==> config.mk <==
export PLATFORM = sky130hd
export DESIGN_NAME = ucode_chk_top
export DESIGN_NICKNAME = d
export VERILOG_FILES = /design/src/rtl/ucv_pkg.sv /design/src/rtl/ucv_sig_match.sv /design/src/rtl/ucv_ext_tracker.sv /design/src/rtl/ucode_chk_top.sv
export SDC_FILE = /design/constraint.sdc
export NUM_CORES = 2
export LEC_CHECK = 0
export BUFFER_PORTS_ARGS = -buffer_cell sky130_fd_sc_hd__buf_2
export CORE_MARGIN = 4
export CORE_UTILIZATION = 45
export DETAILED_ROUTE_END_ITERATION = 7
export PLACE_DENSITY_LB_ADDON = 0.15
export REMOVE_ABC_BUFFERS = 1
export SYNTH_ARGS = -nofsm -noshare
export SYNTH_HDL_FRONTEND = slang
export SYNTH_SLANG_ARGS = --single-unit
==> constraint.sdc <==
create_clock -name clk -period 9.8 [get_ports clk]
set_input_delay 0.98 -clock clk [delete_from_list [all_inputs] [get_ports clk]]
set_output_delay 0.98 -clock clk [all_outputs]
set_load 0.1 [all_outputs]
==> src/rtl/ucv_pkg.sv <==
`timescale 1ns/1ps
package ucv_pkg;
    localparam int unsigned HDR_WORDS     = 12;
    localparam int unsigned HDR_BYTES     = HDR_WORDS * 4;
    localparam int unsigned EXT_HDR_WORDS = 5;
    localparam int unsigned EXT_HDR_BYTES = EXT_HDR_WORDS * 4;
    localparam int unsigned ENT_BYTES     = 12;

    // header word positions decoded by the block
    localparam int unsigned F_HVER = 0;
    localparam int unsigned F_SIG  = 3;
    localparam int unsigned F_CK   = 4;
    localparam int unsigned F_LVER = 5;
    localparam int unsigned F_PF   = 6;
    localparam int unsigned F_DSZ  = 7;
    localparam int unsigned F_TSZ  = 8;

    typedef enum logic [2:0] {
        RSN_OK      = 3'd0,
        RSN_SIZE    = 3'd1,
        RSN_VER     = 3'd2,
        RSN_LAYOUT  = 3'd3,
        RSN_EXTSUM  = 3'd4,
        RSN_MAINSUM = 3'd5,
        RSN_XCHK    = 3'd6,
        RSN_TRUNC   = 3'd7
    } reason_e;
endpackage

==> src/rtl/ucv_sig_match.sv <==
`timescale 1ns/1ps
module ucv_sig_match (
    input  logic [31:0] sig_a_i,
    input  logic [31:0] pf_a_i,
    input  logic [31:0] sig_b_i,
    input  logic [31:0] pf_b_i,
    output logic        hit_o
);
    logic both_zero;
    logic overlap;

    always_comb begin
        both_zero = (pf_a_i == '0) && (pf_b_i == '0);
        overlap   = |(pf_a_i & pf_b_i);
        hit_o     = (sig_a_i == sig_b_i) && (both_zero || overlap);
    end
endmodule

==> src/rtl/ucv_ext_tracker.sv <==
`timescale 1ns/1ps
module ucv_ext_tracker (
    input  logic        clk,
    input  logic        rst_n,
    input  logic        fire_i,
    input  logic        clr_i,
    input  logic [31:0] word_i,
    input  logic [31:0] main3_i,
    input  logic [31:0] cpu_sig_i,
    input  logic [31:0] cpu_pf_i,
    output logic        bad_o,
    output logic        hit_o
);
    typedef struct packed {
        logic [1:0]  phase;
        logic [31:0] sig;
        logic [31:0] pf;
        logic        bad;
        logic        hit;
    } trk_t;

    trk_t trk_q, walk_d, trk_d;
    logic ent_hit;

    ucv_sig_match u_ent_match (
        .sig_a_i (trk_q.sig),
        .pf_a_i  (trk_q.pf),
        .sig_b_i (cpu_sig_i),
        .pf_b_i  (cpu_pf_i),
        .hit_o   (ent_hit)
    );

    always_comb begin
        walk_d = trk_q;
        if (fire_i) begin
            case (trk_q.phase)
                2'd0: begin
                    walk_d.sig   = word_i;
                    walk_d.phase = 2'd1;
                end
                2'd1: begin
                    walk_d.pf    = word_i;
                    walk_d.phase = 2'd2;
                end
                default: begin
                    walk_d.bad   = trk_q.bad |
                                   (main3_i != (trk_q.sig + trk_q.pf + word_i));
                    walk_d.hit   = trk_q.hit | ent_hit;
                    walk_d.phase = 2'd0;
                end
            endcase
        end
        trk_d = clr_i ? '0 : walk_d;
    end

    always_ff @(posedge clk or negedge rst_n) begin
        if (!rst_n) trk_q <= '0;
        else        trk_q <= trk_d;
    end

    assign bad_o = walk_d.bad;
    assign hit_o = walk_d.hit;

    AST_PHASE_LEGAL: assert property (@(posedge clk) disable iff (!rst_n)
        trk_q.phase != 2'd3);
    AST_TRK_CLEAR: assert property (@(posedge clk) disable iff (!rst_n)
        clr_i |=> (trk_q.phase == 2'd0) && !trk_q.bad && !trk_q.hit);
endmodule

==> src/rtl/ucode_chk_top.sv <==
`timescale 1ns/1ps
module ucode_chk_top
    import ucv_pkg::*;
#(
    parameter int unsigned DEF_DATA_BYTES = 2000,
    parameter int unsigned LDR_VER        = 1
) (
    input  logic        clk,
    input  logic        rst_n,
    input  logic [31:0] hdr_type_i,
    input  logic [31:0] cpu_sig_i,
    input  logic [31:0] cpu_pf_i,
    input  logic        in_valid_i,
    input  logic [31:0] in_data_i,
    input  logic        in_last_i,
    output logic        done_o,
    output logic        pass_o,
    output logic        match_o,
    output logic [2:0]  reason_o
);
    localparam logic [33:0] DEF_DATA  = 34'(DEF_DATA_BYTES);
    localparam logic [33:0] HDR_B     = 34'(HDR_BYTES);
    localparam logic [33:0] DEF_TOTAL = DEF_DATA + HDR_B;

    typedef struct packed {
        logic [31:0] idx;
        logic [31:0] hver;
        logic [31:0] lver;
        logic [31:0] sig;
        logic [31:0] pf;
        logic [31:0] ck;
        logic [31:0] dsz;
        logic [31:0] tsz;
        logic [31:0] msum;
        logic [31:0] esum;
        logic [31:0] ecnt;
        logic        done;
        logic        pass;
        logic        match;
        reason_e     reason;
    } st_t;

    st_t st_q, st_d;

    logic        end_beat;
    logic [33:0] eff_data, eff_total, main_words, total_words, idx_w, ext_pos, ext_bytes;
    logic        in_main, in_ext, ent_fire, has_ext;
    logic [31:0] msum_now, esum_now, ecnt_now, main3;
    logic        size_bad, layout_bad, ver_bad, trunc;
    logic        x_bad, x_hit, main_hit;
    reason_e     rsn;

    // region decode from captured header fields
    always_comb begin
        end_beat    = in_valid_i && in_last_i;
        eff_data    = (st_q.dsz == '0) ? DEF_DATA  : {2'b00, st_q.dsz};
        eff_total   = (st_q.dsz == '0) ? DEF_TOTAL : {2'b00, st_q.tsz};
        main_words  = (HDR_B + eff_data) >> 2;
        total_words = eff_total >> 2;
        idx_w       = {2'b00, st_q.idx};
        in_main     = (idx_w < 34'(HDR_WORDS)) || (idx_w < main_words);
        in_ext      = !in_main && (idx_w < total_words);
        ext_pos     = idx_w - main_words;
        ent_fire    = in_valid_i && in_ext && (ext_pos >= 34'(EXT_HDR_WORDS));
        msum_now    = st_q.msum + ((in_valid_i && in_main) ? in_data_i : 32'd0);
        esum_now    = st_q.esum + ((in_valid_i && in_ext)  ? in_data_i : 32'd0);
        ecnt_now    = (in_valid_i && in_ext && ext_pos == '0) ? in_data_i : st_q.ecnt;
        main3       = st_q.sig + st_q.pf + st_q.ck;
    end

    ucv_ext_tracker u_trk (
        .clk       (clk),
        .rst_n     (rst_n),
        .fire_i    (ent_fire),
        .clr_i     (end_beat),
        .word_i    (in_data_i),
        .main3_i   (main3),
        .cpu_sig_i (cpu_sig_i),
        .cpu_pf_i  (cpu_pf_i),
        .bad_o     (x_bad),
        .hit_o     (x_hit)
    );

    ucv_sig_match u_main_match (
        .sig_a_i (st_q.sig),
        .pf_a_i  (st_q.pf),
        .sig_b_i (cpu_sig_i),
        .pf_b_i  (cpu_pf_i),
        .hit_o   (main_hit)
    );

    // verdict, in priority order
    always_comb begin
        size_bad   = (HDR_B + eff_data) > eff_total;
        ext_bytes  = eff_total - HDR_B - eff_data;
        has_ext    = (ext_bytes != '0);
        layout_bad = has_ext &&
                     ({2'b00, ext_bytes} != ({4'b0000, ecnt_now} * 36'(ENT_BYTES)
                                             + 36'(EXT_HDR_BYTES)));
        ver_bad    = (st_q.lver != LDR_VER) || (st_q.hver != hdr_type_i);
        trunc      = (st_q.idx < 32'(HDR_WORDS - 1)) || ((idx_w + 34'd1) != total_words);
        if (trunc)                           rsn = RSN_TRUNC;
        else if (size_bad)                   rsn = RSN_SIZE;
        else if (ver_bad)                    rsn = RSN_VER;
        else if (layout_bad)                 rsn = RSN_LAYOUT;
        else if (has_ext && esum_now != '0)  rsn = RSN_EXTSUM;
        else if (msum_now != '0)             rsn = RSN_MAINSUM;
        else if (has_ext && x_bad)           rsn = RSN_XCHK;
        else                                 rsn = RSN_OK;
    end

    always_comb begin
        st_d        = st_q;
        st_d.done   = 1'b0;
        st_d.pass   = 1'b0;
        st_d.match  = 1'b0;
        st_d.reason = RSN_OK;
        if (in_valid_i) begin
            case (st_q.idx)
                32'(F_HVER): st_d.hver = in_data_i;
                32'(F_SIG):  st_d.sig  = in_data_i;
                32'(F_CK):   st_d.ck   = in_data_i;
                32'(F_LVER): st_d.lver = in_data_i;
                32'(F_PF):   st_d.pf   = in_data_i;
                32'(F_DSZ):  st_d.dsz  = in_data_i;
                32'(F_TSZ):  st_d.tsz  = in_data_i;
                default: ;
            endcase
            st_d.msum = msum_now;
            st_d.esum = esum_now;
            st_d.ecnt = ecnt_now;
            st_d.idx  = (&st_q.idx) ? st_q.idx : st_q.idx + 32'd1;
            if (in_last_i) begin
                st_d        = '0;
                st_d.done   = 1'b1;
                st_d.reason = rsn;
                st_d.pass   = (rsn == RSN_OK);
                st_d.match  = (rsn == RSN_OK) && (main_hit || (has_ext && x_hit));
            end
        end
    end

    always_ff @(posedge clk or negedge rst_n) begin
        if (!rst_n) st_q <= '0;
        else        st_q <= st_d;
    end

    assign done_o   = st_q.done;
    assign pass_o   = st_q.pass;
    assign match_o  = st_q.match;
    assign reason_o = st_q.reason;

    AST_DONE_AFTER_LAST: assert property (@(posedge clk) disable iff (!rst_n)
        done_o |-> $past(end_beat));
    AST_LAST_GIVES_DONE: assert property (@(posedge clk) disable iff (!rst_n)
        end_beat |=> done_o);
    AST_QUIET_BETWEEN: assert property (@(posedge clk) disable iff (!rst_n)
        !done_o |-> (!pass_o && !match_o && reason_o == 3'd0));
    AST_MATCH_NEEDS_PASS: assert property (@(posedge clk) disable iff (!rst_n)
        match_o |-> pass_o);
    AST_RESTART: assert property (@(posedge clk) disable iff (!rst_n)
        end_beat |=> (st_q.idx == '0 && st_q.msum == '0 && st_q.esum == '0));
endmodule

==> impl_metrics.env <==
export IMPL_outcome="finished with violations"
export IMPL_violations="design-rule violations, negative setup slack"
export IMPL_synth_edff_count=0
export IMPL_crit_cells=49
export IMPL_swShare_pct=33.3
export IMPL_finalMaxSlewViolations=0
export IMPL_slew_headroom_pct=22.8
export IMPL_r2r_start="st_q[149]$_DFFE_PN0P_"
export IMPL_avgSynthCellArea_sq_um=8.54
export IMPL_clkLatencyLatePin_ns=0.66
export IMPL_drv_cap=0
export IMPL_coreArea_sq_um=82400
export IMPL_synthArstFlopShare_pct=100
export IMPL_ir_drop_v=0.000163
export IMPL_syn_area_sq_um=37500
export IMPL_r2r_setup_slack_ns=-0.03
export IMPL_grt_max_degree=140
export IMPL_synthAdderAreaFrac_pct=12.8
export IMPL_avgRoutedWirePerCell_um=25.6
export IMPL_crit_path_top_delay_cell="dfrtp_1"
export IMPL_critical_path_max_stage_delay_ns=0.40
export IMPL_numCtsBuffers=54
export IMPL_cp_end_kind="register"
export IMPL_fin_skew_ns=0.0436
export IMPL_drt_iter0_drc=3506
export IMPL_yosys_area_share_xor_xnor_pct=10.7
export IMPL_power_share_clock_pct=39.2
export IMPL_drc=2
export IMPL_whs_ns=0.391
export IMPL_r2r_end="reason_o[0]$_DFF_PN0_"
export IMPL_dp_slack_ns=-0.568
export IMPL_crit_path_start_kind="register"
export IMPL_p_per_area_nw_per_um2=126
export IMPL_arrival_ns=10.34
export IMPL_min_period_ns=9.83
export IMPL_grt_usage_pct=33.7
export IMPL_cpMostUsedCell="buf_4"
export IMPL_nFillCells=7836
export IMPL_antenna_found_initial=5
export IMPL_rsz0062_at_grt="yes"
export IMPL_io_buffers=137
export IMPL_firstDrtPassIters=8
export IMPL_initial_core_util_pct=45.5
export IMPL_vias=36711
export IMPL_final_common_cell="dfrtp_1"
export IMPL_grt_overflow_total=0
export IMPL_ant_nets=0
export IMPL_leakage_uw=0.0207
export IMPL_layout_setup_ws_ns=-0.0273
export IMPL_cts_clk_slew_worst_paths_ns=0.06
export IMPL_fin_util_pct=53.8
export IMPL_ios=138
export IMPL_r2r_cells=49
export IMPL_setup_viol=2
export IMPL_comb_power_share_pct=27.6
export IMPL_hold_viol_final=0
export IMPL_holdBufCountCts=0
export IMPL_yosys_area_share_simple_pct=21.8
export IMPL_fp_dieH_um=297
export IMPL_hold_path_class="in2async"
export IMPL_num_nets_final=5244
export IMPL_intPower_uw=3740
export IMPL_layout_common_cells="dfrtp_1 (426), buf_4 (394), o21ai_0 (366)"
export IMPL_tightest_slew_ns=1.15
export IMPL_drive_above_1_share_pct=16.7
export IMPL_grt_pass1_vias=34880
export IMPL_synth_top_flop_cell="dfrtp_1"
export IMPL_cp_max_fo=5
export IMPL_clockBufferDepth=3
export IMPL_tns_ns=-0.0413
export IMPL_wl_um=151000
export IMPL_clock_sinks=426
export IMPL_synth_top_family_by_area="compound AO/OA/AOI/OAI gates"
export IMPL_period_share_pct=100
export IMPL_critPathKind="reg2reg"
export IMPL_cts_root_buf="clkbuf_16"
export IMPL_synth_mux_area_fraction_pct=0.597
export IMPL_cpLargestDelayFamily="simple AND/OR/NAND/NOR gates"
export IMPL_synth_compound_area_share_pct=21.9
export IMPL_netlist_instances=4392
export IMPL_dieArea_sq_um=88000
export IMPL_synth_seq_cells=426
export IMPL_synth_cell_types=104
export IMPL_p_sw_uw=1860
export IMPL_place_gp_congestion=1.04
export IMPL_required_ns=10.32
export IMPL_grt_pass1_wl_um=224000
export IMPL_h_tree_depth=2
export IMPL_area_growth_syn_to_layout_pct=18.2
export IMPL_sequentialPowerShare_pct=33.2
export IMPL_cts_tree="yes"
export IMPL_die_x_um=297
export IMPL_yosysWarnings=0
export IMPL_rows=105
export IMPL_seq_area_frac_synth_pct=28.4
export IMPL_timing_critical_path_buf_inv=11
export IMPL_max_freq_ghz=0.102
export IMPL_drt_vias_per_instance=6.23
export IMPL_dp_hpwl_um=117000
[cell families (layout without fill, tap and decap cells)]
logic type / after synthesis / in the layout
multiplexers: 21 / 21
buffers and inverters: 343 / 773
XOR/XNOR: 452 / 452
other: 0 / 3
adder cells (fa/ha/maj): 346 / 346
AND/OR/NAND/NOR: 1584 / 1584
flip-flops: 426 / 426
AO/OA/AOI/OAI: 1220 / 1220
[registers in the layout (all words and copies together) (netlist names)]
signal,count
st_q,320
u_trk.trk_q,68
reason_o,3
done_o,1
match_o,1
idx_w,32
pass_o,1
[through the flow]
| stage | area, sq um | total power (uW) | instances |
|---|---|---|---|
| 2_1_floorplan | 36600 | 2840 | 4184 |
| 3_3_place_gp | 41700 | 3370 | 5773 |
| 3_5_place_dp | 41700 | 3370 | 5773 |
| 4_1_cts | 43800 | 5590 | 5880 |
| 5_1_grt | 44300 | 5840 | 5892 |
| 6_report | 44300 | 5600 | 5895 |
[worst max path at each step]
stage / from / to / slack, ns
after CTS: st_q[149]$_DFFE_PN0P_ / match_o$_DFF_PN0_ / 0.005
after global routing: st_q[149]$_DFFE_PN0P_ / reason_o[0]$_DFF_PN0_ / -0.42
after detailed placement: st_q[140]$_DFFE_PN0P_ / match_o$_DFF_PN0_ / -0.57
final: st_q[149]$_DFFE_PN0P_ / reason_o[0]$_DFF_PN0_ / -0.03
after global placement: st_q[140]$_DFFE_PN0P_ / reason_o[0]$_DFF_PN0_ / -0.48
after floorplan: st_q[153]$_DFFE_PN0P_ / reason_o[2]$_DFF_PN0_ / -1.63
[synth_stat cells (104+ instances only)]
master / instances / area [sq um]
nand2_1: 336 / 1260
nor2_1: 240 / 901
ha_1: 268 / 3350
inv_1: 132 / 495
clkbuf_1: 153 / 574
nand3_1: 326 / 1630
nand4_1: 107 / 669
o21ai_0: 376 / 1880
dfrtp_1: 426 / 10700
a21oi_1: 187 / 936
xor2_1: 181 / 1590
a22o_1: 138 / 1210
nor4_1: 104 / 651
xnor2_1: 266 / 2330
[power groups by stage]
stage	Combinational, uW	Sequential (uW)	Clock (uW)
after floorplan	951	1890	0
after detailed placement	1490	1890	0
after global placement	1480	1890	0
final	1550	1860	2190
after CTS	1510	1860	2230
after global routing	1680	1860	2290
[repair_timing]
item	CTS	global route
endpoints found under the setup margin	5	5
gates resized for setup	44	76
pin swaps	24	47
cloned	0	0
hold endpoints to repair	0	0
setup buffers	5	12
[final cells by class]
class,instances,area [sq um],area share (%)
inverter,135,508,1.15
clock inverter,31,438,0.988
sequential,426,10700,24.1
antenna,3,7.51,0.0169
timing repair buffer,536,3740,8.44
multi-input combinational,3623,26100,59.0
tap,1070,1340,3.02
clock buffer,71,1500,3.37
[worst reg2reg max path, delay by kind of cell (launching register included)]
kind,cells,cell delay [ns]
adder cells (fa/ha/maj),3,0.66
XOR/XNOR,3,0.58
multiplexers,1,0.19
buffers and inverters,11,1.67
flip-flops,1,0.40
AND/OR/NAND/NOR,17,3.60
AO/OA/AOI/OAI,14,2.57
[layer usage]
metal | part of all wire, % | vias up | track usage [%]
met4 | 4.4 | 0 | 12.5
met1 | 43 | 17949 | 45.9
met2 | 45 | 1427 | 54.0
li1 | - | 17031 | -
met3 | 7.5 | 304 | 5.76
met5 | 0 | - | 0
No activity file was read; power rests on OpenSTA's default activity.
